## src/rtl/msa_pkg.sv

```systemverilog
package msa_pkg;
  typedef enum logic [1:0] {
    SZ_B = 2'b00,
    SZ_H = 2'b01,
    SZ_W = 2'b10,
    SZ_D = 2'b11
  } lane_sz_e;

  localparam int unsigned NUM_SZ = 4;
  localparam int unsigned MAX_W  = 64;

  function automatic int unsigned sz_bits(int unsigned code);
    return 8 << code;
  endfunction
endpackage

```

## src/rtl/msa_lane.sv

```systemverilog
module msa_lane #(
  parameter int unsigned W = 8
) (
  input  logic [W-1:0] a_i,
  input  logic [W-1:0] b_i,
  input  logic         act_i,
  output logic [W-1:0] y_o
);
  // W+2 bits: top bit is sign, bit W is carry past the lane range
  logic [W+1:0] sum;

  always_comb begin
    sum = {2'b00, a_i} + {{2{b_i[W-1]}}, b_i};
    if (!act_i)        y_o = a_i;
    else if (sum[W+1]) y_o = '0;
    else if (sum[W])   y_o = '1;
    else               y_o = sum[W-1:0];
  end
endmodule

```

## src/rtl/msa_width_bank.sv

```systemverilog
module msa_width_bank #(
  parameter int unsigned VLEN = 128,
  parameter int unsigned W    = 8,
  localparam int unsigned LANES = VLEN / W
) (
  input  logic [VLEN-1:0]  a_i,
  input  logic [VLEN-1:0]  b_i,
  input  logic [LANES-1:0] act_i,
  output logic [VLEN-1:0]  y_o
);
  for (genvar e = 0; e < LANES; e++) begin : g_lane
    msa_lane #(.W(W)) u_lane (
      .a_i  (a_i[e*W +: W]),
      .b_i  (b_i[e*W +: W]),
      .act_i(act_i[e]),
      .y_o  (y_o[e*W +: W])
    );
  end
endmodule

```

## src/rtl/msa_size_mux.sv

```systemverilog
module msa_size_mux
  import msa_pkg::*;
#(
  parameter int unsigned VLEN = 128
) (
  input  logic [NUM_SZ*VLEN-1:0] cand_i,
  input  lane_sz_e               size_i,
  output logic [VLEN-1:0]        y_o
);
  always_comb begin
    unique case (size_i)
      SZ_B:    y_o = cand_i[0*VLEN +: VLEN];
      SZ_H:    y_o = cand_i[1*VLEN +: VLEN];
      SZ_W:    y_o = cand_i[2*VLEN +: VLEN];
      default: y_o = cand_i[3*VLEN +: VLEN];
    endcase
  end
endmodule

```

## src/rtl/mixsat_vec_add.sv

```systemverilog
module mixsat_vec_add
  import msa_pkg::*;
#(
  parameter int unsigned VLEN = 128,
  localparam int unsigned PLEN = VLEN / 8
) (
  input  logic            clk_i,
  input  logic            rst_ni,
  input  logic            valid_i,
  input  logic [1:0]      size_i,
  input  logic [VLEN-1:0] opa_i,
  input  logic [VLEN-1:0] opb_i,
  input  logic [PLEN-1:0] pred_i,
  output logic            valid_o,
  output logic [VLEN-1:0] res_o
);
  logic [NUM_SZ*VLEN-1:0] cand;
  logic [VLEN-1:0]        sel;
  logic                   valid_q;
  logic [VLEN-1:0]        res_q;

  for (genvar s = 0; s < NUM_SZ; s++) begin : g_sz
    localparam int unsigned W     = sz_bits(s);
    localparam int unsigned LANES = VLEN / W;
    logic [LANES-1:0] act;
    // lane activity from the predicate bit of the lane's lowest byte
    for (genvar e = 0; e < LANES; e++) begin : g_act
      assign act[e] = pred_i[e*(W/8)];
    end
    msa_width_bank #(.VLEN(VLEN), .W(W)) u_bank (
      .a_i  (opa_i),
      .b_i  (opb_i),
      .act_i(act),
      .y_o  (cand[s*VLEN +: VLEN])
    );
  end

  msa_size_mux #(.VLEN(VLEN)) u_mux (
    .cand_i(cand),
    .size_i(lane_sz_e'(size_i)),
    .y_o   (sel)
  );

  always_ff @(posedge clk_i or negedge rst_ni) begin
    if (!rst_ni) begin
      valid_q <= 1'b0;
      res_q   <= '0;
    end else begin
      valid_q <= valid_i;
      if (valid_i) res_q <= sel;
    end
  end

  assign valid_o = valid_q;
  assign res_o   = res_q;
endmodule

```

## config.mk

```make
export PLATFORM = sky130hd
export DESIGN_NAME = mixsat_vec_add
export DESIGN_NICKNAME = d
export VERILOG_FILES = /design/src/rtl/msa_pkg.sv /design/src/rtl/msa_lane.sv /design/src/rtl/msa_width_bank.sv /design/src/rtl/msa_size_mux.sv /design/src/rtl/mixsat_vec_add.sv
export SDC_FILE = /design/constraint.sdc
export NUM_CORES = 1
export LEC_CHECK = 0
export BUFFER_PORTS_ARGS = -buffer_cell sky130_fd_sc_hd__buf_2
export CORE_MARGIN = 2
export CORE_UTILIZATION = 60
export CTS_BUF_LIST = sky130_fd_sc_hd__clkbuf_4 sky130_fd_sc_hd__clkbuf_8 sky130_fd_sc_hd__clkbuf_16
export DETAILED_ROUTE_END_ITERATION = 12
export PLACE_DENSITY_LB_ADDON = 0.15
export REMOVE_ABC_BUFFERS = 1
export SLEW_MARGIN = 10
export SYNTH_ARGS = -nofsm -noshare
export SYNTH_HDL_FRONTEND = slang
export SYNTH_HIERARCHICAL = 1
export SYNTH_SLANG_ARGS = --single-unit
```

## constraint.sdc

```tcl
create_clock -name clk_i -period 1 [get_ports clk_i]
set_input_delay 0.15 -clock clk_i [delete_from_list [all_inputs] [get_ports clk_i]]
set_output_delay 0.15 -clock clk_i [all_outputs]
set_load 0.01 [all_outputs]
```

==> results of run 1 <==
## logic make-up after synthesis
kind of cell	Yosys count	share of synthesized area
compound gates	2235	0.372
xor+xnor	406	0.0795
fa+ha+maj	572	0.163
buf+inv	542	0.0631
flops	129	0.0713
mux	299	0.108
simple gates	1306	0.143
## repair_timing
| item | 4_1_cts |
|---|---|
| hold buffers | 1 |
| buffers inserted | 115 |
| pin swaps | 135 |
| setup endpoints to repair | 257 |
| cloned | 14 |
| endpoints found under the hold margin | 129 |
| gates resized for setup | 407 |
## metal layers
layer | overflow | global-route usage
met5 | 6 | 0.718
met4 | 593 | 1.01
met3 | 133 | 0.864
met2 | 1154 | 1.06
met1 | 120 | 0.905
## metrics by stage
step           hold slack [ns]  std cells   util
2_1_floorplan           -0.146       5234      -
3_3_place_gp           0.00214       8627  0.838
3_5_place_dp           0.00406       8627  0.838
4_1_cts                 0.0288       8782  0.889
## synth_stat cells, types with 30 or more instances
cell type | n | area share
a21o_1 | 226 | 0.037
inv_1 | 287 | 0.024
ha_1 | 542 | 0.15
mux4_2 | 128 | 0.064
mux2i_2 | 32 | 0.0097
and2_1 | 55 | 0.0076
o221ai_2 | 30 | 0.010
o21ai_1 | 45 | 0.0050
o221ai_1 | 54 | 0.010
o2bb2ai_1 | 122 | 0.024
o2111ai_1 | 92 | 0.018
a311oi_1 | 35 | 0.0068
nor2b_1 | 47 | 0.0065
nand2_1 | 378 | 0.031
o21bai_1 | 56 | 0.0093
nand2b_1 | 63 | 0.0087
a31oi_1 | 98 | 0.014
xor2_1 | 180 | 0.035
mux2_2 | 128 | 0.032
o21a_1 | 50 | 0.0083
fa_1 | 30 | 0.013
a221oi_1 | 36 | 0.0070
buf_2 | 81 | 0.0090
a211oi_1 | 62 | 0.010
nand3_1 | 115 | 0.013
o21ai_0 | 303 | 0.034
clkbuf_1 | 71 | 0.0059
a211o_1 | 63 | 0.012
dfrtp_1 | 129 | 0.071
and3_1 | 48 | 0.0066
o211ai_1 | 51 | 0.0085
xnor2_1 | 222 | 0.043
nand4_1 | 100 | 0.014
a21oi_1 | 476 | 0.053
o221a_1 | 128 | 0.032
nor2_1 | 305 | 0.025
nor3_1 | 39 | 0.0043
buf_6 | 52 | 0.013
==> results.py, run 1 <==
metrics = {
    "placement": {
        "hpwl_mm": 158,
        "portBuffers": 405,
        "pre_cts_ws_ns": -3.37,
        "place_congestion": 1.08,
        "placed_area_um2": 62500,
    },
    "outcome": {
        "lastStage": "global routing (5_1_grt)",
        "tool.error": "[ERROR GRT-0232] Routing congestion too high. Check the congestion heatmap in the GUI.",
        "status": "stopped before the end",
    },
    "cts": {
        "cts-root-buf": "clkbuf_16",
        "cts_max_level": 4,
        "clock_sinks": 129,
        "numCtsBuffers": 17,
        "clockBufferDepth": 2,
    },
    "floorplanning": {
        "rows": 100,
        "chipWidth_um": 279,
        "die_h_um": 279,
        "ios": 406,
        "start_util": 0.607,
    },
    "global_route": {
        "grt_max_degree": 40,
        "grt_remaining_overflow": 2006,
        "grt_usage": 0.949,
    },
    "yosys": {
        "synth_edf_count": 0,
        "yosysWarningCount": 6,
        "yosysUniqueCellTypes": 112,
        "avgSynthCellArea_um2": 8.24,
        "synth_ff_type": "dfrtp_1",
        "syn_inst": 5489,
        "synthesis.area_um2": 45200,
        "yosysSeqAreaShare": 0.0713,
        "synth_seq_cells": 129,
        "async_reset_ff_frac": 1.00,
    },
    "timing": {
        "worst_endpoint": "res_o[58]$_DFFE_PN0P_/D",
        "worstEpCategory": "sequential cell input",
    },
}
==> run 2: changes to the inputs <==
CORE_UTILIZATION = 40   (was 60)
CTS_BUF_LIST = default   (was sky130_fd_sc_hd__clkbuf_4 sky130_fd_sc_hd__clkbuf_8 sky130_fd_sc_hd__clkbuf_16)
==> run 2 against run 1 <==
Compared with the run above:
- area after synthesis stayed put
- the flow now finishes, with violations (negative setup slack)
- synthesized cell count stayed put
==> results.py, run 2 <==
metrics = {
    "route": {
        "num_vias": 55900,
        "drtIter0Drc": 4174,
        "drc_errors": 0,
        "wirelength_mm": 208,
        "postRouteAntennaNets": 0,
        "drt-vias-per-instance": 5.92,
        "first_pass_iters": 7,
        "routedWlPerCell_um": 22.1,
    },
    "global_route": {
        "grt_remaining_overflow": 0,
        "grt_pass1_wl_mm": 319,
        "antenna_found_initial": 10,
        "grt_pass1_vias": 56100,
        "grt_usage": 0.348,
        "grt_max_degree": 33,
    },
    "yosys": {
        "synthesis.area_um2": 45200,
        "synth_top_area_share": 0.150,
        "async_reset_ff_frac": 1.00,
        "yosysSeqAreaShare": 0.0713,
        "ys_top_cells_by_count": "542 x ha_1, 476 x a21oi_1, 378 x nand2_1",
        "yosysWarningCount": 6,
        "syn_inst": 5489,
        "synth_area_leaders": "ha_1 15%, dfrtp_1 7.1%, mux4_2 6.4%",
        "yosysTopAreaCell": "ha_1",
        "synth_ff_type": "dfrtp_1",
        "post-synth-top-count-cell": "ha_1",
        "synth_seq_cells": 129,
        "yosysUniqueCellTypes": 112,
        "avgSynthCellArea_um2": 8.24,
        "synth_edf_count": 0,
    },
    "setup_path": {
        "reg2reg_slack_ns": -0.02,
        "cp_cell_sequence": "buf_8 -> ha_4 -> fa_2 -> a211oi_2 -> o21ai_2 -> o21ai_2 -> buf_6 -> a2111oi_4 -> o21ai_2 -> a211oi_2 -> buf_4 -> nor3_4 -> a311oi_4 -> buf_6 -> buf_12 -> nor2_2 -> o2bb2ai_4 -> mux4_2 -> mux2_4",
        "path_buf_inv": 5,
        "cp.required_ns": 1.44,
        "worstSetupEndpointType": "register",
        "critPathKind": "in -> reg",
        "cp_slowest_stage_delay_ns": 0.47,
        "cp_slowest_cell": "mux4_2",
        "critical-path-top-delay-family": "compound AO/OA/AOI/OAI gates",
        "cpMostUsedCell": "o21ai_2",
        "startpoint_type": "primary input",
        "worst-path-max-fanout": 12,
        "crit_arrival_ns": 3.76,
    },
    "cts": {
        "path_clk_slew_ns": 0.08,
        "numCtsBuffers": 17,
        "clock_latency_ns": 0.54,
        "cts_max_level": 4,
        "clock_sinks": 129,
        "cts_tree": "done",
        "clockBufferDepth": 2,
        "cts-root-buf": "clkbuf_16",
    },
    "timing": {
        "finalCritPeriodShare": 3.32,
        "fin_skew_ns": 0,
        "slew_headroom": 0.564,
        "worst_pin_slew_ns": 0.647,
        "rsz0062_at_grt": "yes",
        "max_freq_ghz": 0.301,
        "fin_setup_tns_ns": -316.14,
        "fin_ws_ns": -2.32,
        "setup_viol": 257,
        "hold_viol": 0,
        "maxSlewViolCount": 0,
        "fin_crit_ns": 3.32,
    },
    "power_and_ir_drop": {
        "total_leakage_power_nw": 33.1,
        "pwr_density_cell_nw_per_um2": 953,
        "irDropWorstVdd_mv": 0.894,
        "finalPower_mw": 67.7,
    },
    "finish": {
        "largest_reg_flops": 128,
        "n_fill_cell": 9860,
        "final_common_cell": "buf_4",
        "stdcell_count": 9448,
        "drive_above_1_share": 0.460,
        "mostFrequentLayoutCells": "2,118 x buf_4, 478 x ha_1, 438 x a21oi_1",
        "area_delta_synth_final_pct": 56.9,
        "fin_nets": 8781,
    },
    "floorplanning": {
        "die_h_um": 340,
        "ios": 406,
        "die-area_um2": 116000,
        "chipWidth_um": 340,
        "core-area_um2": 112000,
        "start_util": 0.403,
        "rows": 123,
    },
    "hold_path": {
        "hold_path.class": "in -> reg",
    },
    "placement": {
        "place_congestion": 0.984,
        "portBuffers": 405,
        "hpwl_mm": 167,
        "dp.cells": 9205,
    },
    "job": {
        "drv_cap": 0,
    },
    "outcome": {
        "status": "finished, violations left",
        "violations": "negative setup slack",
    },
}
run 2: cell counts after synthesis:
Identical to the previous run, type by type.
run 2: layer usage:
metal / share of wire / vias to the layer above / track usage
met2: 0.49 / 1875 / 0.611
li1: - / 26500 / -
met5: 0.00045 / - / 0
met3: 0.055 / 462 / 0.0424
met4: 0.043 / 16 / 0.139
met1: 0.41 / 27100 / 0.429
run 2: per-stage QoR:
| step | utilization | instance area [um^2] | hold WS (ns) | setup WS (ns) |
|---|---|---|---|---|
| after CTS | 0.619 | 69600 | 0.0301 | -2.30 |
| after global routing | 0.632 | 71000 | 0.0651 | -2.41 |
| after global placement | 0.567 | 63700 | 0.0771 | -3.95 |
| after floorplan | - | 43500 | -0.146 | -4.06 |
| final | 0.632 | 71000 | 0.0622 | -2.32 |
| after detailed placement | 0.567 | 63700 | 0.0769 | -3.86 |
run 2: worst paths after layout:
| check | to | cells after the start | startpoint |
|---|---|---|---|
| hold reg to reg | res_o[1] | 1 | res_o[1] |
| setup reg to reg | res_o[29] | 3 | res_o[29] |
| min in group asynchronous | res_o[6] | 2 | rst_ni |
| hold / removal | res_o[5] | 3 | valid_i |
| max in group asynchronous | res_o[112] | 3 | rst_ni |
| setup / recovery | res_o[91] | 19 | opa_i[64] |
run 2: timing repair:
item	4_1_cts	5_1_grt
hold buffers	1	0
endpoints found under the hold margin	129	0
pin swaps	215	137
gates resized for setup	721	210
setup endpoints to repair	257	257
buffers inserted	139	51
cloned	29	3
run 2: report_power, final:
group | total, mW | internal [mW] | switching [mW]
logic | 52.5 | 26.9 | 25.6
registers | 7.86 | 6.48 | 1.38
clock network | 7.31 | 3.99 | 3.32
total | 67.7 | 37.4 | 30.3
run 2: final cells by class:
cell class / count / area, um^2 / share of cell area
Multi-Input combinational cell: 4819 / 42800 / 0.602
Sequential cell: 129 / 3250 / 0.0457
Antenna cell: 3 / 7.51 / 0.000106
Inverter: 287 / 1080 / 0.0152
Timing Repair Buffer: 2678 / 21400 / 0.302
Clock buffer: 20 / 447 / 0.00629
Tap cell: 1500 / 1880 / 0.0264
Clock inverter: 12 / 156 / 0.00220
run 2: logic make-up after synthesis:
| logic type | share of synthesized area |
|---|---|
| compound gates | 0.372 |
| xor+xnor | 0.0795 |
| fa+ha+maj | 0.163 |
| buf+inv | 0.0631 |
| flops | 0.0713 |
| mux | 0.108 |
| simple gates | 0.143 |
run 2: tightest hold or removal path, stage by stage:
cell,delay (ns)
buf_6,0.09
buf_12,0.17
mux2_4,0.17
Power figures use the tool's default switching activity.
